File: config.mk
export PLATFORM = sky130hd
export DESIGN_NAME = lcd_bus_bridge
export DESIGN_NICKNAME = d
export VERILOG_FILES = /design/src/rtl/lcdb_pkg.sv /design/src/rtl/lcdb_decode.sv /design/src/rtl/lcdb_seq.sv /design/src/rtl/lcd_bus_bridge.sv
export SDC_FILE = /design/constraint.sdc
export NUM_CORES = 1
export LEC_CHECK = 0
export ABC_CLOCK_PERIOD_IN_PS = 2100
export CAP_MARGIN = 20
export CORE_MARGIN = 2
export CORE_UTILIZATION = 25
export DETAILED_ROUTE_END_ITERATION = 8
export SLEW_MARGIN = 0
export SYNTH_ARGS = -nofsm -noshare
export SYNTH_HDL_FRONTEND = slang
export SYNTH_SLANG_ARGS = --single-unit
File: constraint.sdc
create_clock -name clk -period 2.1 [get_ports clk]
set_input_delay 0.525 -clock clk [delete_from_list [all_inputs] [get_ports clk]]
set_output_delay 0.525 -clock clk [all_outputs]
set_load 0.02 [all_outputs]
File: src/rtl/lcdb_pkg.sv
package lcdb_pkg;

    localparam int PIX_W = 16;

    typedef enum logic [1:0] {
        OP_NONE,
        OP_RESET,
        OP_CMD,
        OP_PIXEL
    } op_e;

    typedef enum logic [2:0] {
        ST_IDLE,
        ST_SETUP,
        ST_STROBE,
        ST_HOLD,
        ST_RESET
    } state_e;

    typedef struct packed {
        op_e              op;
        logic             two;
        logic [PIX_W-1:0] lo;
        logic [PIX_W-1:0] hi;
    } job_t;

endpackage

File: src/rtl/lcdb_decode.sv
module lcdb_decode
    import lcdb_pkg::*;
#(
    parameter int                ADDR_W = 32,
    parameter logic [ADDR_W-1:0] BASE   = 32'h43C0_0000
) (
    input  logic [ADDR_W-1:0] addr,
    input  logic              we,
    input  logic [3:0]        wstrb,
    input  logic              wide,
    input  logic [31:0]       wdata,
    output job_t              job
);
    localparam int             OFS_W     = 4;
    localparam logic [OFS_W-1:0] OFS_RESET = 4'h0;
    localparam logic [OFS_W-1:0] OFS_CMD   = 4'h8;
    localparam logic [OFS_W-1:0] OFS_PIX   = 4'hC;

    logic             hit;
    logic [OFS_W-1:0] ofs;

    always_comb begin
        // window match on upper bits, write with at least one byte lane
        hit = (addr[ADDR_W-1:OFS_W] == BASE[ADDR_W-1:OFS_W]) && we && (|wstrb);
        ofs = addr[OFS_W-1:0];
        job = '{op: OP_NONE, two: 1'b0, lo: wdata[PIX_W-1:0], hi: wdata[31:PIX_W]};
        if (hit) begin
            unique case (ofs)
                OFS_RESET: if (wdata[0]) job.op = OP_RESET;
                OFS_CMD:   job.op = OP_CMD;
                OFS_PIX: begin
                    job.op  = OP_PIXEL;
                    job.two = wide;
                end
                default: job.op = OP_NONE;
            endcase
        end
    end

endmodule

File: src/rtl/lcdb_seq.sv
module lcdb_seq
    import lcdb_pkg::*;
#(
    parameter int SETUP_CYC  = 2,
    parameter int STROBE_CYC = 2,
    parameter int HOLD_CYC   = 2,
    parameter int RESET_CYC  = 16
) (
    input  logic             clk,
    input  logic             rst_n,
    input  logic             start,
    input  job_t             job,
    output logic             ready,
    output logic             lcd_rst_n,
    output logic             lcd_cs_n,
    output logic             lcd_wr_n,
    output logic             lcd_dc,
    output logic [PIX_W-1:0] lcd_data
);
    localparam int MAX_A = (SETUP_CYC > STROBE_CYC) ? SETUP_CYC : STROBE_CYC;
    localparam int MAX_B = (HOLD_CYC > RESET_CYC) ? HOLD_CYC : RESET_CYC;
    localparam int MAXC  = (MAX_A > MAX_B) ? MAX_A : MAX_B;
    localparam int CNT_W = (MAXC < 2) ? 1 : $clog2(MAXC);

    localparam logic [CNT_W-1:0] SETUP_LAST  = CNT_W'(SETUP_CYC - 1);
    localparam logic [CNT_W-1:0] STROBE_LAST = CNT_W'(STROBE_CYC - 1);
    localparam logic [CNT_W-1:0] HOLD_LAST   = CNT_W'(HOLD_CYC - 1);
    localparam logic [CNT_W-1:0] RESET_LAST  = CNT_W'(RESET_CYC - 1);

    state_e           state, state_nx;
    logic [CNT_W-1:0] cnt, cnt_nx;
    logic             pend, pend_nx;
    logic             dc_q, dc_nx;
    logic [PIX_W-1:0] word_q, word_nx;
    logic [PIX_W-1:0] hi_q, hi_nx;
    logic             cnt_done;

    // state register
    always_ff @(posedge clk) begin
        if (!rst_n) begin
            state  <= ST_IDLE;
            cnt    <= '0;
            pend   <= 1'b0;
            dc_q   <= 1'b1;
            word_q <= '0;
            hi_q   <= '0;
        end else begin
            state  <= state_nx;
            cnt    <= cnt_nx;
            pend   <= pend_nx;
            dc_q   <= dc_nx;
            word_q <= word_nx;
            hi_q   <= hi_nx;
        end
    end

    // next-state logic
    always_comb begin
        state_nx = state;
        cnt_nx   = cnt;
        pend_nx  = pend;
        dc_nx    = dc_q;
        word_nx  = word_q;
        hi_nx    = hi_q;
        cnt_done = (cnt == '0);
        unique case (state)
            ST_IDLE: begin
                if (start) begin
                    unique case (job.op)
                        OP_RESET: begin
                            state_nx = ST_RESET;
                            cnt_nx   = RESET_LAST;
                        end
                        OP_CMD: begin
                            state_nx = ST_SETUP;
                            cnt_nx   = SETUP_LAST;
                            dc_nx    = 1'b0;
                            word_nx  = job.lo;
                            pend_nx  = 1'b0;
                        end
                        OP_PIXEL: begin
                            state_nx = ST_SETUP;
                            cnt_nx   = SETUP_LAST;
                            dc_nx    = 1'b1;
                            word_nx  = job.lo;
                            hi_nx    = job.hi;
                            pend_nx  = job.two;
                        end
                        default: state_nx = ST_IDLE;
                    endcase
                end
            end
            ST_SETUP: begin
                if (cnt_done) begin
                    state_nx = ST_STROBE;
                    cnt_nx   = STROBE_LAST;
                end else begin
                    cnt_nx = cnt - CNT_W'(1);
                end
            end
            ST_STROBE: begin
                if (cnt_done) begin
                    state_nx = ST_HOLD;
                    cnt_nx   = HOLD_LAST;
                end else begin
                    cnt_nx = cnt - CNT_W'(1);
                end
            end
            ST_HOLD: begin
                if (cnt_done) begin
                    if (pend) begin
                        state_nx = ST_SETUP;
                        cnt_nx   = SETUP_LAST;
                        word_nx  = hi_q;
                        pend_nx  = 1'b0;
                    end else begin
                        state_nx = ST_IDLE;
                    end
                end else begin
                    cnt_nx = cnt - CNT_W'(1);
                end
            end
            ST_RESET: begin
                if (cnt_done) state_nx = ST_IDLE;
                else          cnt_nx   = cnt - CNT_W'(1);
            end
            default: state_nx = ST_IDLE;
        endcase
    end

    // outputs
    always_comb begin
        ready     = (state == ST_IDLE);
        lcd_rst_n = (state != ST_RESET);
        lcd_cs_n  = !((state == ST_SETUP) || (state == ST_STROBE) || (state == ST_HOLD));
        lcd_wr_n  = (state != ST_STROBE);
        lcd_dc    = dc_q;
        lcd_data  = word_q;
    end

    p_wr_inside_cs_r6: assert property (@(posedge clk) disable iff (!rst_n)
        !lcd_wr_n |-> !lcd_cs_n);

    p_strobe_after_setup_r6: assert property (@(posedge clk) disable iff (!rst_n)
        $fell(lcd_wr_n) |-> $past(state) == ST_SETUP);

    p_data_frozen_r7: assert property (@(posedge clk) disable iff (!rst_n)
        (!lcd_wr_n && $past(!lcd_wr_n)) |-> ($stable(lcd_data) && $stable(lcd_dc)));

    p_hold_frozen_r7: assert property (@(posedge clk) disable iff (!rst_n)
        (state == ST_HOLD && $past(state) == ST_STROBE) |-> ($stable(lcd_data) && $stable(lcd_dc)));

    p_quiet_in_reset_r2: assert property (@(posedge clk) disable iff (!rst_n)
        !lcd_rst_n |-> (lcd_cs_n && lcd_wr_n));

    p_stall_busy_r8: assert property (@(posedge clk) disable iff (!rst_n)
        (!lcd_cs_n || !lcd_rst_n) |-> !ready);

    p_second_is_pixel_r5: assert property (@(posedge clk) disable iff (!rst_n)
        ($past(state) == ST_HOLD && state == ST_SETUP) |-> lcd_dc);

endmodule

File: src/rtl/lcd_bus_bridge.sv
module lcd_bus_bridge
    import lcdb_pkg::*;
#(
    parameter int                ADDR_W     = 32,
    parameter logic [ADDR_W-1:0] BASE       = 32'h43C0_0000,
    parameter int                SETUP_CYC  = 2,
    parameter int                STROBE_CYC = 2,
    parameter int                HOLD_CYC   = 2,
    parameter int                RESET_CYC  = 16
) (
    input  logic              clk,
    input  logic              rst_n,
    input  logic              req_valid,
    output logic              req_ready,
    input  logic [ADDR_W-1:0] req_addr,
    input  logic              req_we,
    input  logic [31:0]       req_wdata,
    input  logic [3:0]        req_wstrb,
    input  logic              req_wide,
    output logic [31:0]       req_rdata,
    output logic              lcd_rst_n,
    output logic              lcd_cs_n,
    output logic              lcd_wr_n,
    output logic              lcd_rd_n,
    output logic              lcd_dc,
    output logic [PIX_W-1:0]  lcd_data
);
    job_t job;
    logic start;

    lcdb_decode #(
        .ADDR_W (ADDR_W),
        .BASE   (BASE)
    ) u_decode (
        .addr  (req_addr),
        .we    (req_we),
        .wstrb (req_wstrb),
        .wide  (req_wide),
        .wdata (req_wdata),
        .job   (job)
    );

    assign start = req_valid && req_ready;

    lcdb_seq #(
        .SETUP_CYC  (SETUP_CYC),
        .STROBE_CYC (STROBE_CYC),
        .HOLD_CYC   (HOLD_CYC),
        .RESET_CYC  (RESET_CYC)
    ) u_seq (
        .clk       (clk),
        .rst_n     (rst_n),
        .start     (start),
        .job       (job),
        .ready     (req_ready),
        .lcd_rst_n (lcd_rst_n),
        .lcd_cs_n  (lcd_cs_n),
        .lcd_wr_n  (lcd_wr_n),
        .lcd_dc    (lcd_dc),
        .lcd_data  (lcd_data)
    );

    assign lcd_rd_n  = 1'b1;
    assign req_rdata = '0;

    p_accept_leaves_idle_r8: assert property (@(posedge clk) disable iff (!rst_n)
        (start && job.op != OP_NONE) |=> !req_ready);

    p_ignored_stays_idle_r1: assert property (@(posedge clk) disable iff (!rst_n)
        (start && job.op == OP_NONE) |=> (req_ready && lcd_cs_n && lcd_rst_n));

endmodule

==> results of run 1 <==
## state kept, by name (all words and copies together), names as in the netlist
signal          flops
u_seq.lcd_data     16
u_seq.cnt           4
u_seq.lcd_dc        1
u_seq.hi_q         16
u_seq.pend          1
u_seq.state         3
## metal layers
metal	track usage	vias to the layer above
li1	-	1183
met5	0	-
met1	0.147	1032
met2	0.199	78
met3	0.0357	8
met4	0.0415	0
## layout make-up
class                   instances  share of cell area
clock buffers                   5              0.0178
well taps                     133              0.0431
multi-input cells             210               0.393
flip-flops and latches         41               0.213
inverters                      24              0.0246
repair buffers                121               0.296
clock inverters                 3              0.0120
## metrics by stage
step	area, µm²	hold WS (ns)
2_1_floorplan	2630	0.438
3_3_place_gp	3520	0.447
3_5_place_dp	3520	0.454
4_1_cts	3800	0.465
5_1_grt	3860	0.481
6_report	3860	0.459
## power groups by stage
stage               combinational (µW)  sequential, µW  clock (µW)
finish                            1170             928         639
global route                      1270             938         697
CTS                               1160             926         652
detailed placement                1150             944           0
global placement                  1140             941           0
floorplan                          725             950           0
## synth_stat cells (5+ instances only)
cell type / instances
nor4_1: 5
buf_4: 33
a31oi_1: 16
o221a_2: 6
nand2_1: 38
inv_1: 23
clkbuf_1: 12
o221a_1: 10
nand3_1: 6
mux2i_1: 17
dfxtp_1: 41
nor2_1: 21
## repair_timing
item / 4_1_cts / 5_1_grt
setup endpoints to repair: 41 / 38
cloned: 1 / 0
buffers inserted: 10 / 2
pin swaps: 13 / 6
gates resized for setup: 50 / 17
## cells by family (layout without fill, tap and decap cells)
family                     Yosys count  after routing
AOI/OAI and AO/OA                   55             55
xor gates and xnor gates             2              2
adders and majority gates            2              2
buffers and inverters               75            153
DFF                                 41             41
muxes                               17             17
other                                2             33
and+or+nand+nor                    101            101
## worst register-to-register path: stages (launching register included)
cell	delay [ns]
dfxtp_1	0.33
or3_4	0.43
clkinv_4	0.08
nand2_4	0.05
nor4_4	0.30
buf_4	0.17
a2bb2oi_4	0.18
buf_6	0.16
o221a_1	0.18
## path summary, 6_finish.rpt
path	end	slack (ns)	cells past startpoint
worst min-delay path	u_seq.hi_q[10]	0.46	2
worst max register to register	u_seq.lcd_data[8]	0.17	8
worst min register to register	u_seq.hi_q[10]	0.46	2
worst max-delay path	u_seq.cnt[2]	0.06	9
==> impl_metrics.yaml, run 1 <==
critical_path:
  r2r-start: "u_seq.state[2]"
  crit_fanout: 5
  cp.arrival_ns: 2.23
  critPathSlowestCell: "clkdlybuf4s50_1"
  path_class: "in -> reg"
  cp.buffers_inverters: 4
  critical-path-top-delay-family: "buffers and inverters"
  crit_path_start_kind: "primary input"
  cp.required_ns: 2.29
  critPathLaunch: "req_addr[10]"
  crit_top_cell: "buf_4"
  slowest_delay_ns: 0.45
  worstPathCellList: "clkdlybuf4s50_1, nor4_4, buf_4, buf_4, nand2_2, nor4_2, buf_4, o21ai_0, a32o_1"
  endpoint_kind: "flop"
global_routing:
  grt_max_degree: 44
  grt_pass1_wl_um: 10700
  grt_pass1_vias: 2191
  antenna_found_initial: 0
  overflow: 0
  track_usage: 0.120
power_and_ir_drop:
  swShare: 0.354
  p_int_uw: 1760
  p_clk_frac: 0.234
  switchingPower_uw: 968
  p_total_uw: 2730
  power-per-cell-area_mw_per_mm2: 708
  leakage_uw: 0.00162
  pwr-share-comb: 0.427
  power_frac_seq: 0.340
  ir_drop_v: 0.000385
route:
  wl_met3_um: 459
  first_pass_iters: 4
  wl_met2_um: 3120
  wl_um: 6720
  ant_nets: 0
  highest_layer: "met4"
  wirelength_met1_um: 3030
  post_drt_wl_per_cell_um: 12.5
  first_iter_violations: 95
  drcViolationCount: 0
  num_vias: 2301
  vias_per_cell: 4.28
min_path:
  worstHoldPathType: "reg -> reg"
  hold_start: "u_seq.hi_q[10]"
layout:
  fin_cells: 537
  layout_common_cells: "clkdlybuf4s50_1 (57), dfxtp_1 (40), nand2_1 (37)"
  register_area_um2: 822
  finish.utilization: 0.397
  n_antenna_cell: 0
  area_growth_pct: 54.0
  multi_input_area_mm2: 0.00152
  fillCellCount: 980
  final_layout_size_suffix_gt1_frac: 0.166
  layout_commonest_cell: "clkdlybuf4s50_1"
  finish.net_count: 478
cts:
  clk_latency_ns: 0.29
  clockBufferDepth: 2
  hold_buffers: 0
  cts_root_buf: "clkbuf_8"
  ctsHtreeMaxLevel: 2
  cts_tree: "yes"
  cts.sinks: 41
  clk_pin_slew_ns: 0.08
  cts_made_buffers: 5
die:
  fp.coreArea_mm2: 0.00973
  initial_utilization: 0.257
  dieArea_mm2: 0.0108
  rows: 36
  die_h_um: 104
  ioPinCount: 127
  die_w_um: 104
synth:
  yosys.area.top_type: "dfxtp_1"
  yosysTopAreaCellShare: 0.328
  synth_cells: 295
  synth.area.top_cells: "dfxtp_1 (33%), buf_4 (9.9%), mux2i_1 (6.8%)"
  synth_fa_ha_area_frac: 0.00999
  avgSynthCellArea_um2: 8.49
  synth_compound_area_frac: 0.187
  netlist_area_mm2: 0.00250
  ys_types: 54
  synth-seq-cells: 41
  synth-simple-area-share: 0.224
  synthXorXnorAreaFrac: 0.00699
  synth_top_flop_cell: "dfxtp_1"
  synth_async_sr_flop_share: 0
  synth_edf_count: 0
  synth_top_family_by_area: "simple AND/OR/NAND/NOR gates"
  seq_area_frac_synth: 0.328
  synth_mux_area_frac: 0.0679
  yosys_warnings: 0
timing:
  drv_slew: 0
  period_needed_ns: 2.04
  period_share: 0.973
  finalHoldViolations: 0
  setup_violations: 0
  max_freq_mhz: 490
  timing.final.ws_setup_ns: 0.0575
  skew_ns: 0.00530
  setup_tns_ns: 0
place:
  dpl.hpwl_um: 5200
  gp_congestion: 0.839
  io_buffers: 93
  dpl.cell_count: 518
  place_ws_ns: -0.575
flow_run:
  drv_cap: 0
status:
  status: "completed"
Note: power is estimated with default switching activity, not from simulation.
==> run 2, diff against run 1 <==
Settings changed: ABC_CLOCK_PERIOD_IN_PS 2100 to unset.
Clock period 2.1 ns to 1.65 ns, I/O delays scaled along.
==> impl_metrics.yaml, run 2 (same netlist as run 1, synthesis figures left out) <==
status:
  status: "complete, but fails checks"
  violations: "negative setup slack"
route:
  wirelength_met1_um: 3070
  highest_layer: "met4"
  post_drt_wl_per_cell_um: 13.4
  vias_per_cell: 4.39
  ant_nets: 0
  wl_met2_um: 3940
  drcViolationCount: 0
  first_pass_iters: 4
  wl_met3_um: 484
  wl_um: 7590
  first_iter_violations: 86
  num_vias: 2478
die:
  die_h_um: 104
  die_w_um: 104
  dieArea_mm2: 0.0108
  fp.coreArea_mm2: 0.00973
  ioPinCount: 127
  rows: 36
  initial_utilization: 0.257
global_routing:
  grt_pass1_vias: 2444
  grt_pass1_wl_um: 11900
  overflow: 0
  antenna_found_initial: 0
  grt_max_degree: 41
  track_usage: 0.135
timing:
  setup_violations: 40
  skew_ns: 0.00670
  timing.final.ws_setup_ns: -0.212
  period_needed_ns: 1.86
  rsz0062_at_grt: "true"
  finalHoldViolations: 0
  period_share: 1.13
  drv_slew: 0
  max_freq_mhz: 537
place:
  placed_cell_area_mm2: 0.00372
  place_ws_ns: -0.887
  dpl.cell_count: 534
  io_buffers: 93
  dpl.hpwl_um: 5340
  gp_congestion: 0.771
layout:
  final_layout_size_suffix_gt1_frac: 0.333
  final_cell_area_mm2: 0.00426
  fin_cells: 565
  layout_common_cells: "buf_4 (38), nand2_1 (36), clkdlybuf4s50_1 (36), dfxtp_1 (36), conb_1 (33)"
  layout_commonest_cell: "buf_4"
  finish.net_count: 506
  fillCellCount: 951
  n_antenna_cell: 0
  multi_input_area_mm2: 0.00172
  area_growth_pct: 70.1
  register_area_um2: 827
  finish.utilization: 0.438
power_and_ir_drop:
  power-per-cell-area_mw_per_mm2: 995
  ir_drop_v: 0.000383
  leakage_uw: 0.00187
  p_total_uw: 4240
critical_path:
  cp.arrival_ns: 2.11
  endpoint_kind: "flop"
  path_class: "in -> reg"
  crit_path_start_kind: "primary input"
  crit_fanout: 5
  cp.required_ns: 1.89
cts:
  ctsHtreeMaxLevel: 2
  cts_made_buffers: 5
  cts_root_buf: "clkbuf_8"
  clk_latency_ns: 0.30
  cts_tree: "yes"
  cts.sinks: 41
  clk_pin_slew_ns: 0.08
  clockBufferDepth: 2
  hold_buffers: 0
flow_run:
  drv_cap: 0
min_path:
  worstHoldPathType: "reg -> reg"
run 2: cell types whose count changed in the layout (fill, tap and decap cells not counted), moves of 4 or more:
cell             change
buf_2               +15
buf_4               +15
dfxtp_2              +4
dlygate4sd2_1        -4
buf_6               +21
clkdlybuf4s50_1     -21
dfxtp_1              -4
run 2: worst max-delay path, cell delays in order:
cell	delay, ns
buf_6	0.09
nor4b_4	0.29
nand4_2	0.17
buf_6	0.15
nor4_4	0.28
buf_4	0.17
a2bb2oi_4	0.19
buf_6	0.15
o221a_1	0.19
run 2: final cells by class:
class	count	area share
multi-input combinational	212	0.405
timing repair buffer	147	0.312
sequential	41	0.194
tap	133	0.0391
inverter	24	0.0223
clock buffer	6	0.0194
clock inverter	2	0.00881
run 2: per-layer routing:
metal  GRT usage  up-vias
li1            -     1240
met2       0.242       86
met4      0.0347        0
met1       0.157     1143
met3      0.0370        9
met5           0        -
run 2: timing repair:
item,4_1_cts,5_1_grt
resized for setup,188,29
endpoints found under the setup margin,61,43
setup buffers,16,9
cloned,3,0
pin swaps,32,14
run 2: final timing paths:
| path | startpoint | endpoint | slack [ns] | depth (start not counted) |
|---|---|---|---|---|
| setup / recovery | req_addr[29] | u_seq.lcd_data[12] | -0.21 | 9 |
| hold / removal | u_seq.hi_q[12] | u_seq.hi_q[12] | 0.46 | 2 |
| setup reg to reg | u_seq.state[2] | u_seq.lcd_data[12] | -0.15 | 8 |
| hold reg to reg | u_seq.hi_q[12] | u_seq.hi_q[12] | 0.46 | 2 |
run 2: report_power, final:
group	total [µW]	internal (µW)	leakage, µW	switching, µW
clock	864	492	0.0000574	372
sequential	1180	1100	0.000333	81.4
combinational	2200	1150	0.00148	1040
run 2: through the flow:
stage               TNS, ns  hold slack [ns]
floorplan             -9.62            0.438
global placement     -29.89            0.447
detailed placement   -31.86            0.453
global route          -9.64            0.475
CTS                   -6.98            0.464
finish                -6.25            0.459
==> run 3, diff against run 2 <==
Settings changed: GPL_ROUTABILITY_DRIVEN set to 0.
==> results of run 3 <==
No change in the layout: final DEF, timing and power equal those of run 2.
